`src/rtl/sa6_pkg.sv`:
```
package sa6_pkg;
   localparam int unsigned NCODE = 6;
   localparam int unsigned CLS_W = 3;

   // general-path class index; X collects every unlisted pattern
   function automatic logic [CLS_W-1:0] gen_class(input logic [3:0] nib);
      case (nib)
         4'h8:    gen_class = 3'd0;
         4'hA:    gen_class = 3'd1;
         4'hC:    gen_class = 3'd2;
         4'hE:    gen_class = 3'd3;
         4'hF:    gen_class = 3'd4;
         default: gen_class = 3'd5;
      endcase
   endfunction
endpackage

```
`src/rtl/sa6_nib_track.sv`:
```
module sa6_nib_track #(
   parameter int unsigned NIB_W = 4
) (
   input  logic             clk,
   input  logic             rst_n,
   input  logic             en,
   input  logic             sync_in,
   input  logic             bit_vld,
   input  logic             bit_in,
   input  logic             bnd,
   output logic             nib_vld,
   output logic [NIB_W-1:0] nib
);
   localparam int unsigned PW = $clog2(NIB_W);
   localparam logic [PW-1:0] LAST = PW'(NIB_W - 1);

   logic [PW-1:0]    pos;
   logic [NIB_W-2:0] sh;
   logic             armed;

   if (NIB_W < 3) begin : g_bad_w
      $error("sa6_nib_track: NIB_W must be at least 3");
   end

   always_ff @(posedge clk or negedge rst_n) begin
      if (!rst_n) begin
         pos     <= '0;
         sh      <= '0;
         armed   <= 1'b0;
         nib_vld <= 1'b0;
         nib     <= '0;
      end else begin
         nib_vld <= 1'b0;
         if (!en) begin
            pos   <= '0;
            sh    <= '0;
            armed <= 1'b0;
         end else if (bit_vld) begin
            if (sync_in && bnd) begin
               sh    <= {{(NIB_W-2){1'b0}}, bit_in};
               pos   <= PW'(1);
               armed <= 1'b1;
            end else if (!sync_in || armed) begin
               if (pos == LAST) begin
                  nib     <= {sh, bit_in};
                  nib_vld <= 1'b1;
                  pos     <= '0;
               end else begin
                  sh  <= {sh[NIB_W-3:0], bit_in};
                  pos <= pos + PW'(1);
               end
            end
         end
      end
   end


   nib_src_chk: assert property (@(posedge clk) disable iff (!rst_n)
      nib_vld |-> ($past(bit_vld) && $past(en)));
endmodule

```
`src/rtl/sa6_persist.sv`:
```
module sa6_persist #(
   parameter int unsigned W      = 4,
   parameter int unsigned REPEAT = 3
) (
   input  logic         clk,
   input  logic         rst_n,
   input  logic         en,
   input  logic         code_vld,
   input  logic [W-1:0] code,
   output logic [W-1:0] held,
   output logic         held_vld,
   output logic         adopt,
   output logic         hit
);
   localparam int unsigned CW = $clog2(REPEAT + 1);
   localparam logic [CW-1:0] TOP = CW'(REPEAT);

   logic [W-1:0]  cand;
   logic [CW-1:0] cnt, nxt_cnt;

   if (REPEAT < 2) begin : g_bad_rep
      $error("sa6_persist: REPEAT must be at least 2");
   end

   always_comb begin
      if (code == cand && cnt != '0)
         nxt_cnt = (cnt == TOP) ? cnt : cnt + CW'(1);
      else
         nxt_cnt = CW'(1);
   end

   always_ff @(posedge clk or negedge rst_n) begin
      if (!rst_n) begin
         cand <= '0; cnt <= '0; held <= '0; held_vld <= 1'b0;
         adopt <= 1'b0; hit <= 1'b0;
      end else if (!en) begin
         cand <= '0; cnt <= '0; held <= '0; held_vld <= 1'b0;
         adopt <= 1'b0; hit <= 1'b0;
      end else begin
         adopt <= 1'b0;
         hit   <= 1'b0;
         if (code_vld) begin
            cand <= code;
            cnt  <= nxt_cnt;
            if (nxt_cnt == TOP) begin
               hit <= 1'b1;
               if (!held_vld || held != code) begin
                  held     <= code;
                  held_vld <= 1'b1;
                  adopt    <= 1'b1;
               end
            end
         end
      end
   end


   hold_src_chk: assert property (@(posedge clk) disable iff (!rst_n)
      $rose(held_vld) |-> ($past(code_vld) && $past(code) == held));

   held_swap_chk: assert property (@(posedge clk) disable iff (!rst_n)
      (held_vld && $past(held_vld) && held != $past(held)) |-> ($past(code_vld) && $past(code) == held));
endmodule

```
`src/rtl/sa6_code_detector.sv`:
```
module sa6_code_detector
   import sa6_pkg::*;
#(
   parameter int unsigned NIB_W  = 4,
   parameter int unsigned REPEAT = 3
) (
   input  logic             clk,
   input  logic             rst_n,
   input  logic             sa6_vld,
   input  logic             sa6_bit,
   input  logic             smf_bnd,
   input  logic             frm_aligned,
   input  logic             mf_aligned,
   input  logic             crc4_mode,
   input  logic             sync_sel,
   input  logic [NCODE-1:0] int_mask,
   input  logic             stat_rd,
   output logic [NCODE-1:0] stat_q,
   output logic             irq,
   output logic [2:0]       nt1_evt
);
   if (NIB_W != 4) begin : g_bad_nib
      $error("sa6_code_detector: code tables need NIB_W == 4");
   end

   logic gen_sync, en_gen, en_nt1;
   assign gen_sync = crc4_mode & sync_sel;
   assign en_gen   = gen_sync ? mf_aligned : frm_aligned;
   assign en_nt1   = crc4_mode & mf_aligned;

   logic             nv_g, nv_n;
   logic [NIB_W-1:0] nib_g, nib_n;

   sa6_nib_track #(.NIB_W(NIB_W)) u_trk_gen (
      .clk(clk), .rst_n(rst_n), .en(en_gen), .sync_in(gen_sync),
      .bit_vld(sa6_vld), .bit_in(sa6_bit), .bnd(smf_bnd),
      .nib_vld(nv_g), .nib(nib_g));

   sa6_nib_track #(.NIB_W(NIB_W)) u_trk_nt1 (
      .clk(clk), .rst_n(rst_n), .en(en_nt1), .sync_in(1'b1),
      .bit_vld(sa6_vld), .bit_in(sa6_bit), .bnd(smf_bnd),
      .nib_vld(nv_n), .nib(nib_n));

   logic [NIB_W-1:0] held_g, held_n;
   logic             hv_g, hv_n, adopt_g, adopt_n, hit_g, hit_n;

   sa6_persist #(.W(NIB_W), .REPEAT(REPEAT)) u_per_gen (
      .clk(clk), .rst_n(rst_n), .en(en_gen), .code_vld(nv_g), .code(nib_g),
      .held(held_g), .held_vld(hv_g), .adopt(adopt_g), .hit(hit_g));

   sa6_persist #(.W(NIB_W), .REPEAT(REPEAT)) u_per_nt1 (
      .clk(clk), .rst_n(rst_n), .en(en_nt1), .code_vld(nv_n), .code(nib_n),
      .held(held_n), .held_vld(hv_n), .adopt(adopt_n), .hit(hit_n));

   logic [CLS_W-1:0] cls_g;
   logic [NCODE-1:0] set_vec, keep_vec;
   assign cls_g = gen_class(held_g);

   for (genvar i = 0; i < NCODE; i++) begin : g_stat
      assign set_vec[i]  = adopt_g && (cls_g == CLS_W'(i));
      assign keep_vec[i] = hv_g && (cls_g == CLS_W'(i));
      always_ff @(posedge clk or negedge rst_n) begin
         if (!rst_n)       stat_q[i] <= 1'b0;
         else if (stat_rd) stat_q[i] <= keep_vec[i] | set_vec[i];
         else              stat_q[i] <= stat_q[i] | set_vec[i];
      end
   end

   assign irq = |(set_vec & int_mask);

   for (genvar k = 0; k < 3; k++) begin : g_evt
      assign nt1_evt[k] = hit_n && (held_n == NIB_W'(k + 1));
   end


   gen_en_chk: assert property (@(posedge clk) disable iff (!rst_n)
      adopt_g |-> ($past(en_gen) && hit_g));

   nt1_en_chk: assert property (@(posedge clk) disable iff (!rst_n)
      (nt1_evt != 3'b000) |-> ($past(en_nt1) && hv_n));

   nt1_hold_chk: assert property (@(posedge clk) disable iff (!rst_n)
      adopt_n |-> hit_n);

   rd_onehot_chk: assert property (@(posedge clk) disable iff (!rst_n)
      $past(stat_rd) |-> $onehot0(stat_q));

   irq_stat_chk: assert property (@(posedge clk) disable iff (!rst_n)
      irq |=> (stat_q != '0));
endmodule

```
`config.mk`:
```
export PLATFORM = sky130hd
export DESIGN_NAME = sa6_code_detector
export DESIGN_NICKNAME = d
export VERILOG_FILES = /design/src/rtl/sa6_pkg.sv /design/src/rtl/sa6_nib_track.sv /design/src/rtl/sa6_persist.sv /design/src/rtl/sa6_code_detector.sv
export SDC_FILE = /design/constraint.sdc
export NUM_CORES = 1
export LEC_CHECK = 0
export ABC_AREA = 1
export BUFFER_PORTS_ARGS = -buffer_cell sky130_fd_sc_hd__buf_4
export CAP_MARGIN = 30
export CORE_UTILIZATION = 50
export CTS_CLUSTER_SIZE = 40
export DETAILED_ROUTE_END_ITERATION = 16
export PLACE_DENSITY = 0.79
export SLEW_MARGIN = 20
export SYNTH_ARGS = -nofsm -noshare
export SYNTH_HDL_FRONTEND = slang
export SYNTH_SLANG_ARGS = --single-unit
```
`constraint.sdc`:
```
create_clock -name clk -period 4.2 [get_ports clk]
set_input_delay 0.21 -clock clk [delete_from_list [all_inputs] [get_ports clk]]
set_output_delay 0.21 -clock clk [all_outputs]
set_load 0.02 [all_outputs]
```
==> metrics.txt, run 1 <==
# TYPE chip_impl_metric gauge
chip_impl_info{name="status",value="complete, no violations"} 1
chip_impl_metric{name="yosys_register_bits",unit=""} 52
chip_impl_metric{name="report.final.hold_viol_count",unit=""} 0
chip_impl_metric{name="final.setup_skew",unit="ns"} 0.00812
chip_impl_metric{name="antenna_found_initial",unit=""} 0
chip_impl_metric{name="post_synth_edffs",unit=""} 0
chip_impl_metric{name="post-route-drc-count",unit=""} 0
chip_impl_metric{name="die_y",unit="um"} 73.7
chip_impl_metric{name="max-clock-path-buffers",unit=""} 2
chip_impl_metric{name="port_buffers",unit=""} 25
chip_impl_metric{name="timing.final.crit_share",unit=""} 0.414
chip_impl_info{name="rsz0062_at_grt",value="false"} 1
chip_impl_metric{name="cap_viol_max_count",unit=""} 0
chip_impl_metric{name="synth.cell_area",unit="um2"} 2570
chip_impl_metric{name="grt_first_pass_wirelength",unit="um"} 8470
chip_impl_metric{name="gr-usage-all-layers",unit=""} 0.204
chip_impl_metric{name="worst_path_largest_cell_delay",unit="ns"} 0.47
chip_impl_metric{name="hpwlAfterDp",unit="um"} 3720
chip_impl_metric{name="routed_wire_length_per_instance",unit="um"} 11.7
chip_impl_metric{name="maximum_vdd_drop",unit="uV"} 187
chip_impl_metric{name="largest_fanout_on_the_critical_path",unit=""} 7
chip_impl_metric{name="worst_ep_arrival_time",unit="ns"} 1.53
chip_impl_info{name="most_used_standard_cell_by_instance_count_after_synthesis",value="sky130_fd_sc_hd__nand2_1"} 1
chip_impl_metric{name="ctsHtreeMaxLevel",unit=""} 2
chip_impl_metric{name="postCtsResizedCells",unit=""} 0
chip_impl_metric{name="setup_total_negative_slack",unit="ns"} 0
chip_impl_info{name="clock_tree.root_cell",value="sky130_fd_sc_hd__clkbuf_8"} 1
chip_impl_metric{name="antenna_cells_inserted",unit=""} 0
chip_impl_metric{name="route.detailed.vias_per_inst",unit=""} 5.11
chip_impl_metric{name="fin_worst_hold_slack",unit="ns"} 0.152
chip_impl_info{name="crit_path_top_delay_cell",value="sky130_fd_sc_hd__dfrtp_1"} 1
chip_impl_metric{name="number_of_cells_produced_by_synthesis",unit=""} 323
chip_impl_info{name="timing.critical_path.max_delay_family",value="simple AND/OR/NAND/NOR gates"} 1
chip_impl_metric{name="vias",unit=""} 2155
chip_impl_metric{name="synth.yosys.warnings",unit=""} 0
chip_impl_metric{name="power_density",unit="nW/um2"} 335
chip_impl_metric{name="async_flop_share",unit=""} 1.00
chip_impl_info{name="synthFlopType",value="sky130_fd_sc_hd__dfrtp_1"} 1
chip_impl_metric{name="leakage_power_of_the_design",unit="nW"} 1.44
chip_impl_info{name="critical_path.cell_chain",value="inv_1, nor3_1, nand3_1, nand2_1, a21oi_1, nand2_1, buf_4"} 1
chip_impl_metric{name="length_of_the_first_detailed_routing_pass_in_iterations",unit=""} 4
chip_impl_metric{name="clkLatencyLatePin",unit="ns"} 0.29
chip_impl_metric{name="num-fill-cells",unit=""} 440
chip_impl_metric{name="flow.area_growth_from_synthesis",unit="%"} 14.8
chip_impl_info{name="crit_path_start_kind",value="flop"} 1
chip_impl_metric{name="max_freq",unit="MHz"} 576
chip_impl_metric{name="fp.coreArea",unit="um2"} 4820
chip_impl_metric{name="cts_inserted_buffers",unit=""} 5
chip_impl_info{name="crit_top_cell",value="sky130_fd_sc_hd__nand2_1"} 1
chip_impl_metric{name="gpl.final_weighted_congestion",unit=""} 0.848
chip_impl_info{name="cts_tree",value="built"} 1
chip_impl_info{name="synth.top_cells.by_count",value="sky130_fd_sc_hd__nand2_1 (77), sky130_fd_sc_hd__dfrtp_1 (52), sky130_fd_sc_hd__inv_1 (52)"} 1
chip_impl_metric{name="maximum_number_of_pins_on_one_net_before_global_route_repair",unit=""} 53
chip_impl_metric{name="initial_core_utilization",unit=""} 0.533
chip_impl_metric{name="route.antenna.remaining_nets",unit=""} 0
chip_impl_metric{name="globalRoute.totalOverflow",unit=""} 0
chip_impl_metric{name="synth.yosys.seq_area_share",unit=""} 0.507
chip_impl_metric{name="yosysTopAreaCellShare",unit=""} 0.507
chip_impl_metric{name="first_global_vias",unit=""} 1938
chip_impl_info{name="critPathKind",value="flop to primary output"} 1
chip_impl_metric{name="ios",unit=""} 26
chip_impl_metric{name="slew-limit-headroom",unit=""} 0.581
chip_impl_metric{name="setup_viol",unit=""} 0
chip_impl_metric{name="timing_max_transition_violations_final",unit=""} 0
chip_impl_metric{name="dieWidth",unit="um"} 73.7
chip_impl_metric{name="clock_pin_slew_of_the_registers_on_the_worst_case_setup_and_hold_paths",unit="ns"} 0.08
chip_impl_info{name="synth_top_area_cell",value="sky130_fd_sc_hd__dfrtp_1"} 1
chip_impl_metric{name="wl",unit="um"} 4960
chip_impl_metric{name="crit_buf_inv",unit=""} 2
chip_impl_info{name="hp-class",value="primary input to flop"} 1
chip_impl_metric{name="syn-num-nets",unit=""} 341
chip_impl_info{name="critPathCaptureType",value="primary output"} 1
chip_impl_metric{name="max_slew.worst_pin.slew",unit="ns"} 0.628
chip_impl_metric{name="placement_rows",unit=""} 25
chip_impl_metric{name="synthDistinctLibCells",unit=""} 23
chip_impl_metric{name="drt-initial-drc-count",unit=""} 145
chip_impl_metric{name="synthesis.area_per_instance",unit="um2"} 7.95
chip_impl_metric{name="num-nets-final",unit=""} 372
chip_impl_metric{name="totalPowerFinal",unit="mW"} 0.987
chip_impl_metric{name="data_required_time_at_the_worst_endpoint",unit="ns"} 3.99
chip_impl_metric{name="design.die.area",unit="um2"} 5430
chip_impl_info{name="synth_top_cells_by_area",value="sky130_fd_sc_hd__dfrtp_1 (51%), sky130_fd_sc_hd__nand2_1 (11%), sky130_fd_sc_hd__inv_1 (7.6%)"} 1
chip_impl_metric{name="period_minus_slack",unit="ns"} 1.74
chip_impl_metric{name="clock_sinks",unit=""} 52
chip_impl_metric{name="layout-drive-gt1-share",unit=""} 0.115
[flip-flops by register name, indices dropped and copies added, names as in the netlist, 2 cells and up]
name	flops
u_trk_nt1.sh	3
u_trk_nt1.pos	2
u_per_nt1.cand	4
u_trk_gen.nib	4
u_per_nt1.held	4
u_per_gen.held	4
u_per_nt1.cnt	2
stat_q	6
u_trk_gen.sh	3
u_trk_gen.pos	2
u_per_gen.cand	4
u_trk_nt1.nib	4
u_per_gen.cnt	2
[report_power, final]
group	switching (mW)	internal (mW)
combinational	0.0737	0.0394
sequential	0.0221	0.524
clock	0.151	0.177
[kinds of logic after synthesis]
family | after synthesis | synth area share
and+or+nand+nor | 157 | 0.277
DFF | 52 | 0.507
xor gates and xnor gates | 3 | 0.0102
buffers and inverters | 55 | 0.0809
adders and majority gates | 2 | 0.00974
AOI/OAI and AO/OA | 54 | 0.115
[routing by layer]
metal  part of all wire  GRT usage
met1               0.49      0.280
met2               0.47      0.335
met3              0.040     0.0329
met4             0.0054     0.0577
met5                  0          0
[layout by cell type, fill, tap and decap left out, drive strengths merged, types with 9 or more instances in the layout]
| cell type | count |
|---|---|
| o21ai | 35 |
| nor2 | 28 |
| inv | 53 |
| buf | 25 |
| o22ai | 9 |
| a21oi | 10 |
| nand3 | 32 |
| nand4 | 10 |
| dfrtp | 52 |
| nand2 | 80 |
[final cells by class]
type / instances / area, um2 / share of cell area
Clock buffer: 6 / 72.6 / 0.0246
Multi-Input combinational cell: 216 / 1060 / 0.359
Tap cell: 67 / 83.8 / 0.0284
Timing Repair Buffer: 26 / 198 / 0.0670
Clock inverter: 2 / 35.0 / 0.0119
Sequential cell: 52 / 1300 / 0.441
Inverter: 53 / 199 / 0.0675
[timing repair]
item | in CTS | in global routing
endpoints found under the hold margin | 52 | 0
hold buffers | 1 | 0
setup buffers | 0 | 0
[per-stage QoR]
step / utilization / area, um2 / setup WS, ns / std cells
floorplan: - / 2570 / 2.90 / 323
global placement: 0.588 / 2830 / 2.71 / 413
detailed placement: 0.588 / 2830 / 2.68 / 413
CTS: 0.612 / 2950 / 2.45 / 422
global route: 0.612 / 2950 / 2.28 / 422
finish: 0.612 / 2950 / 2.46 / 422
[path summary, 6_finish.rpt]
path	to	slack [ns]	depth (start not counted)	from
setup reg to reg	u_per_gen.held[2]$_DFFE_PN0P_	2.71	8	u_trk_gen.nib[0]$_DFFE_PN0P_
hold / removal	stat_q[4]$_DFF_PN0_	0.15	2	stat_rd
setup / recovery	irq	2.46	7	u_per_gen.held[1]$_DFFE_PN0P_
min in group asynchronous	u_per_gen.cnt[1]$_DFFE_PN0P_	0.49	2	rst_n
hold reg to reg	u_trk_nt1.pos[1]$_DFFE_PN0P_	0.48	2	u_trk_nt1.pos[1]$_DFFE_PN0P_
max in group asynchronous	u_per_gen.held[0]$_DFFE_PN0P_	3.28	2	rst_n
No activity file was read; power rests on OpenSTA's default activity.
==> inputs of run 2 (changes only) <==
- clock period: 4.2 -> 1.8 ns (I/O delays scaled with it)
==> metrics.txt, run 2 (synthesis results as in run 1) <==
# TYPE chip_impl_metric gauge
chip_impl_info{name="status",value="complete, no violations"} 1
chip_impl_metric{name="crit_buf_inv",unit=""} 2
chip_impl_metric{name="first_global_vias",unit=""} 1952
chip_impl_info{name="crit_top_cell",value="sky130_fd_sc_hd__nand2_1"} 1
chip_impl_info{name="final_cell_mix",value="sky130_fd_sc_hd__nand2_1 (77), sky130_fd_sc_hd__inv_1 (52), sky130_fd_sc_hd__dfrtp_1 (52)"} 1
chip_impl_metric{name="largest_fanout_on_the_critical_path",unit=""} 7
chip_impl_info{name="critPathKind",value="flop to primary output"} 1
chip_impl_metric{name="antenna_cells_inserted",unit=""} 0
chip_impl_metric{name="num-nets-final",unit=""} 372
chip_impl_info{name="largest-register",value="stat_q"} 1
chip_impl_metric{name="dieWidth",unit="um"} 73.7
chip_impl_metric{name="worst_ep_arrival_time",unit="ns"} 1.54
chip_impl_info{name="rsz0062_at_grt",value="false"} 1
chip_impl_metric{name="clock_sinks",unit=""} 52
chip_impl_metric{name="routed-wl-met2",unit="um"} 2350
chip_impl_info{name="cts_tree",value="built"} 1
chip_impl_metric{name="setup_total_negative_slack",unit="ns"} 0
chip_impl_metric{name="hpwlAfterDp",unit="um"} 3710
chip_impl_info{name="crit_path_top_delay_cell",value="sky130_fd_sc_hd__dfrtp_1"} 1
chip_impl_metric{name="final.setup_skew",unit="ns"} 0.00790
chip_impl_metric{name="max_freq",unit="MHz"} 612
chip_impl_metric{name="timing_max_transition_violations_final",unit=""} 0
chip_impl_metric{name="met1Wirelength",unit="um"} 2500
chip_impl_metric{name="totalPowerFinal",unit="mW"} 2.33
chip_impl_metric{name="cts_inserted_buffers",unit=""} 5
chip_impl_metric{name="die_y",unit="um"} 73.7
chip_impl_metric{name="fin_cells",unit=""} 422
chip_impl_metric{name="gr-usage-all-layers",unit=""} 0.205
chip_impl_metric{name="power_density",unit="nW/um2"} 790
chip_impl_metric{name="number_of_flip_flops_in_the_largest_register",unit=""} 6
chip_impl_info{name="timing.critical_path.max_delay_family",value="simple AND/OR/NAND/NOR gates"} 1
chip_impl_metric{name="placement_rows",unit=""} 25
chip_impl_metric{name="setup_viol",unit=""} 0
chip_impl_metric{name="route.antenna.remaining_nets",unit=""} 0
chip_impl_metric{name="ios",unit=""} 26
chip_impl_metric{name="layout-drive-gt1-share",unit=""} 0.115
chip_impl_info{name="final_common_cell",value="sky130_fd_sc_hd__nand2_1"} 1
chip_impl_metric{name="cap_viol_max_count",unit=""} 0
chip_impl_metric{name="initial_core_utilization",unit=""} 0.533
chip_impl_info{name="crit_path_start_kind",value="flop"} 1
chip_impl_metric{name="maximum_vdd_drop",unit="uV"} 460
chip_impl_metric{name="fin_util",unit=""} 0.612
chip_impl_metric{name="report.final.hold_viol_count",unit=""} 0
chip_impl_metric{name="globalRoute.totalOverflow",unit=""} 0
chip_impl_info{name="critical_path.cell_chain",value="inv_1, nor3_1, nand3_1, nand2_1, a21oi_1, nand2_1, buf_4"} 1
chip_impl_metric{name="worst-r2r-cell-count",unit=""} 8
chip_impl_metric{name="num-fill-cells",unit=""} 439
chip_impl_info{name="hold_end",value="stat_q[4]$_DFF_PN0_"} 1
chip_impl_metric{name="wl",unit="um"} 5070
chip_impl_metric{name="ctsHtreeMaxLevel",unit=""} 2
chip_impl_metric{name="antenna_found_initial",unit=""} 0
chip_impl_metric{name="max_slew.worst_pin.slew",unit="ns"} 0.627
chip_impl_metric{name="maximum_number_of_pins_on_one_net_before_global_route_repair",unit=""} 53
chip_impl_info{name="reg2reg_to",value="u_per_gen.held[1]$_DFFE_PN0P_"} 1
chip_impl_metric{name="worst_path_largest_cell_delay",unit="ns"} 0.47
chip_impl_info{name="hp-class",value="primary input to flop"} 1
chip_impl_metric{name="period_minus_slack",unit="ns"} 1.63
chip_impl_metric{name="slew-limit-headroom",unit=""} 0.582
chip_impl_metric{name="design.die.area",unit="um2"} 5430
chip_impl_metric{name="grt_first_pass_wirelength",unit="um"} 8350
chip_impl_metric{name="fp.coreArea",unit="um2"} 4820
chip_impl_metric{name="clkLatencyLatePin",unit="ns"} 0.31
chip_impl_metric{name="post-route-drc-count",unit=""} 0
chip_impl_metric{name="port_buffers",unit=""} 25
chip_impl_metric{name="post-place-cells",unit=""} 413
chip_impl_metric{name="ff2ff_setup_slack",unit="ns"} 0.27
chip_impl_metric{name="gpl.final_weighted_congestion",unit=""} 0.860
chip_impl_metric{name="fin_worst_hold_slack",unit="ns"} 0.0276
chip_impl_metric{name="whs_path_depth",unit=""} 2
chip_impl_metric{name="max-clock-path-buffers",unit=""} 2
chip_impl_metric{name="leakage_power_of_the_design",unit="nW"} 1.44
chip_impl_info{name="clock_tree.root_cell",value="sky130_fd_sc_hd__clkbuf_8"} 1
chip_impl_info{name="rr_startpoint",value="u_trk_gen.nib[0]$_DFFE_PN0P_"} 1
chip_impl_metric{name="drt-initial-drc-count",unit=""} 93
chip_impl_metric{name="timing.final.crit_share",unit=""} 0.907
chip_impl_metric{name="clock_pin_slew_of_the_registers_on_the_worst_case_setup_and_hold_paths",unit="ns"} 0.08
chip_impl_metric{name="routed_wire_length_per_instance",unit="um"} 12.0
chip_impl_metric{name="met3RoutedLength",unit="um"} 171
chip_impl_info{name="critPathCaptureType",value="primary output"} 1
chip_impl_info{name="highest-signal-layer",value="met4"} 1
chip_impl_info{name="worstHoldStart",value="stat_rd"} 1
chip_impl_metric{name="vias",unit=""} 2150
chip_impl_metric{name="length_of_the_first_detailed_routing_pass_in_iterations",unit=""} 4
chip_impl_metric{name="worstSetupPathDepth",unit=""} 7
chip_impl_metric{name="data_required_time_at_the_worst_endpoint",unit="ns"} 1.71
chip_impl_metric{name="route.detailed.vias_per_inst",unit=""} 5.09
chip_impl_metric{name="flow.area_growth_from_synthesis",unit="%"} 14.8
==> run 2: cell counts in the layout (fill, tap and decap cells not counted) <==
No cell type changed its count.
==> run 2: metal layers <==
| layer | up-vias | GRT usage |
|---|---|---|
| met1 | 992 | 0.279 |
| met3 | 5 | 0.0412 |
| met4 | 0 | 0.0812 |
| met2 | 45 | 0.321 |
| met5 | - | 0 |
| li1 | 1108 | - |
==> run 2: worst max-delay path by stage <==
stage                                        from                             to  slack, ns
floorplan            u_trk_gen.nib[0]$_DFFE_PN0P_  u_per_gen.held[0]$_DFFE_PN0P_       0.50
global placement     u_trk_gen.nib[0]$_DFFE_PN0P_  u_per_gen.held[3]$_DFFE_PN0P_       0.37
detailed placement   u_trk_gen.nib[0]$_DFFE_PN0P_  u_per_gen.held[1]$_DFFE_PN0P_       0.29
CTS                 u_per_gen.held[1]$_DFFE_PN0P_                            irq       0.16
global route        u_per_gen.held[0]$_DFFE_PN0P_                            irq      0.006
finish              u_per_gen.held[1]$_DFFE_PN0P_                            irq       0.17
==> run 2: per-stage QoR <==
| stage | area (um2) | setup slack [ns] |
|---|---|---|
| 6_report | 2950 | 0.167 |
| 5_1_grt | 2950 | 0.00597 |
| 4_1_cts | 2950 | 0.162 |
| 3_5_place_dp | 2830 | 0.288 |
| 3_3_place_gp | 2830 | 0.369 |
| 2_1_floorplan | 2570 | 0.501 |
==> run 2: power by group <==
part           leakage [nW]  internal [mW]  total, mW  switching (mW)
registers             0.702           1.22       1.28          0.0526
clock network        0.0552          0.413      0.778           0.366
logic                 0.685         0.0924      0.275           0.183
==> run 2: timing repair <==
| action | CTS | global route |
|---|---|---|
| hold buffers | 1 | 0 |
| setup buffers | 0 | 0 |
| hold endpoints to repair | 52 | 0 |
| endpoints found under the setup margin | 0 | 0 |
| resized for setup | 0 | 0 |
==> run 2: final cells by class <==
| class | instances | area [um2] | area share |
|---|---|---|---|
| clock inverters | 2 | 35.0 | 0.0119 |
| clock buffers | 6 | 72.6 | 0.0246 |
| inverters | 53 | 199 | 0.0675 |
| multi-input cells | 216 | 1060 | 0.359 |
| flip-flops and latches | 52 | 1300 | 0.441 |
| well taps | 67 | 83.8 | 0.0284 |
| repair buffers | 26 | 198 | 0.0670 |
==> inputs of run 3 (changes only) <==
- MAX_ROUTING_LAYER: not set -> met4
- SETUP_SLACK_MARGIN: not set -> 0.1
- SLEW_MARGIN: 20 -> not set
==> metrics.txt, run 3 (synthesis results as in run 1) <==
# TYPE chip_impl_metric gauge
chip_impl_metric{name="maximum_vdd_drop",unit="uV"} 460
chip_impl_metric{name="post-route-drc-count",unit=""} 0
chip_impl_metric{name="first_global_vias",unit=""} 1951
chip_impl_metric{name="fin_worst_hold_slack",unit="ns"} 0.0292
chip_impl_metric{name="gr-usage-all-layers",unit=""} 0.211
chip_impl_info{name="timing.critical_path.max_delay_family",value="simple AND/OR/NAND/NOR gates"} 1
chip_impl_info{name="cts_tree",value="built"} 1
chip_impl_metric{name="design.die.area",unit="um2"} 5430
chip_impl_metric{name="final.setup_skew",unit="ns"} 0.00923
chip_impl_metric{name="dieWidth",unit="um"} 73.7
chip_impl_metric{name="max-clock-path-buffers",unit=""} 2
chip_impl_metric{name="fp.coreArea",unit="um2"} 4820
chip_impl_metric{name="antenna_found_initial",unit=""} 0
chip_impl_info{name="crit_path_top_delay_cell",value="sky130_fd_sc_hd__dfrtp_2"} 1
chip_impl_metric{name="initial_core_utilization",unit=""} 0.533
chip_impl_metric{name="max_freq",unit="MHz"} 632
chip_impl_metric{name="totalPowerFinal",unit="mW"} 2.33
chip_impl_metric{name="number_of_flip_flops_in_the_largest_register",unit=""} 6
chip_impl_info{name="clock_tree.root_cell",value="sky130_fd_sc_hd__clkbuf_8"} 1
chip_impl_metric{name="clock_sinks",unit=""} 52
chip_impl_metric{name="timing.final.crit_share",unit=""} 0.879
chip_impl_info{name="status",value="complete, no violations"} 1
chip_impl_metric{name="setup_total_negative_slack",unit="ns"} 0
chip_impl_metric{name="hpwlAfterDp",unit="um"} 3710
chip_impl_metric{name="placement_rows",unit=""} 25
chip_impl_metric{name="ctsHtreeMaxLevel",unit=""} 2
chip_impl_metric{name="cts_inserted_buffers",unit=""} 5
chip_impl_metric{name="power_density",unit="nW/um2"} 784
chip_impl_metric{name="length_of_the_first_detailed_routing_pass_in_iterations",unit=""} 4
chip_impl_metric{name="post-place-cells",unit=""} 413
chip_impl_metric{name="vias",unit=""} 2170
chip_impl_metric{name="data_required_time_at_the_worst_endpoint",unit="ns"} 1.71
chip_impl_metric{name="flow.area_growth_from_synthesis",unit="%"} 15.6
chip_impl_info{name="critical_path.cell_chain",value="inv_1, nand4_1, nor3b_1, nor3_1, nand2_1, buf_4"} 1
chip_impl_metric{name="clock_pin_slew_of_the_registers_on_the_worst_case_setup_and_hold_paths",unit="ns"} 0.08
chip_impl_metric{name="gr_util_met1",unit=""} 0.279
chip_impl_info{name="grt_most_used_layer",value="met2"} 1
chip_impl_metric{name="num-nets-final",unit=""} 374
chip_impl_metric{name="die_y",unit="um"} 73.7
chip_impl_metric{name="drt-initial-drc-count",unit=""} 140
chip_impl_info{name="rsz0062_at_grt",value="false"} 1
chip_impl_metric{name="leakage_power_of_the_design",unit="nW"} 1.45
chip_impl_metric{name="clkLatencyLatePin",unit="ns"} 0.31
chip_impl_metric{name="period_minus_slack",unit="ns"} 1.58
chip_impl_metric{name="port_buffers",unit=""} 25
chip_impl_info{name="critPathCaptureType",value="primary output"} 1
chip_impl_info{name="largest-register",value="stat_q"} 1
chip_impl_metric{name="crit_buf_inv",unit=""} 2
chip_impl_metric{name="whs_path_depth",unit=""} 2
chip_impl_info{name="final_cell_mix",value="sky130_fd_sc_hd__nand2_1 (77), sky130_fd_sc_hd__inv_1 (51), sky130_fd_sc_hd__dfrtp_1 (51)"} 1
chip_impl_metric{name="antenna_cells_inserted",unit=""} 0
chip_impl_metric{name="groute.layer.met3.usage",unit=""} 0.0412
chip_impl_metric{name="wl",unit="um"} 5110
chip_impl_metric{name="grt_first_pass_wirelength",unit="um"} 8360
chip_impl_metric{name="maximum_number_of_pins_on_one_net_before_global_route_repair",unit=""} 53
chip_impl_metric{name="gpl.final_weighted_congestion",unit=""} 0.873
chip_impl_metric{name="worst-r2r-cell-count",unit=""} 8
chip_impl_metric{name="route.detailed.vias_per_inst",unit=""} 5.12
chip_impl_metric{name="worstSetupPathDepth",unit=""} 6
chip_impl_metric{name="setup_viol",unit=""} 0
chip_impl_info{name="hp-class",value="primary input to flop"} 1
chip_impl_metric{name="ios",unit=""} 26
chip_impl_info{name="crit_path_start_kind",value="flop"} 1
chip_impl_metric{name="fin_cells",unit=""} 424
chip_impl_info{name="critPathKind",value="flop to primary output"} 1
chip_impl_metric{name="routed_wire_length_per_instance",unit="um"} 12.1
chip_impl_metric{name="finished_cell_area",unit="um2"} 2970
chip_impl_metric{name="largest_fanout_on_the_critical_path",unit=""} 7
chip_impl_metric{name="report.final.hold_viol_count",unit=""} 0
chip_impl_metric{name="worst_ep_arrival_time",unit="ns"} 1.49
chip_impl_metric{name="cap_viol_max_count",unit=""} 0
chip_impl_metric{name="layout-drive-gt1-share",unit=""} 0.129
chip_impl_metric{name="globalRoute.totalOverflow",unit=""} 0
chip_impl_metric{name="max_slew.worst_pin.slew",unit="ns"} 0.630
chip_impl_metric{name="worst_path_largest_cell_delay",unit="ns"} 0.46
chip_impl_metric{name="route.antenna.remaining_nets",unit=""} 0
chip_impl_metric{name="slew-limit-headroom",unit=""} 0.580
chip_impl_metric{name="post_dp_cell_area",unit="um2"} 2830
chip_impl_metric{name="num-fill-cells",unit=""} 436
chip_impl_metric{name="grt_util_met2",unit=""} 0.321
chip_impl_metric{name="timing_max_transition_violations_final",unit=""} 0
chip_impl_info{name="final_common_cell",value="sky130_fd_sc_hd__nand2_1"} 1
## run 3: final timing paths
kind	startpoint	slack, ns	to
min	stat_rd	0.03	stat_q[2]$_DFF_PN0_
max	u_per_gen.held[1]$_DFFE_PN0P_	0.22	irq
min reg2reg	u_trk_nt1.pos[1]$_DFFE_PN0P_	0.49	u_trk_nt1.pos[1]$_DFFE_PN0P_
max reg2reg	u_trk_gen.nib[0]$_DFFE_PN0P_	0.27	u_per_gen.held[1]$_DFFE_PN0P_
min in group asynchronous	rst_n	0.34	stat_q[4]$_DFF_PN0_
max in group asynchronous	rst_n	1.01	u_per_gen.held[1]$_DFFE_PN0P_
## run 3: worst register-to-register path: cells and delay by family (launching register included)
family / cells / cell delay (ns)
buf+inv: 1 / 0.14
compound gates: 1 / 0.14
flops: 1 / 0.40
simple gates: 6 / 0.76
## run 3: what timing repair did
action	in CTS	in global routing
gates resized for setup	0	3
hold buffers	1	0
buffers inserted	0	2
endpoints found under the hold margin	52	0
setup endpoints to repair	0	1
## run 3: layer usage
layer | vias up | part of all wire
met5 | - | 0
li1 | 1111 | -
met1 | 1001 | 0.48
met2 | 53 | 0.47
met4 | 0 | 0.011
met3 | 5 | 0.044
## run 3: where the power goes
group          internal [mW]  total, mW  switching [mW]
Clock                  0.413      0.778           0.365
Sequential              1.22       1.28          0.0529
Combinational         0.0924      0.274           0.182
Total                   1.73       2.33           0.600
## run 3: through the flow
| stage | setup WS (ns) | utilization |
|---|---|---|
| after global routing | 0.0743 | 0.617 |
| after global placement | 0.369 | 0.588 |
| final | 0.218 | 0.617 |
| after detailed placement | 0.288 | 0.588 |
| after CTS | 0.162 | 0.612 |
| after floorplan | 0.501 | - |
## run 3: cell type report
cell class	count	area, um2	share of cell area
flip-flops and latches	52	1300	0.439
clock inverters	2	35.0	0.0118
multi-input cells	216	1060	0.358
clock buffers	6	72.6	0.0244
repair buffers	28	213	0.0716
well taps	67	83.8	0.0282
inverters	53	199	0.0670
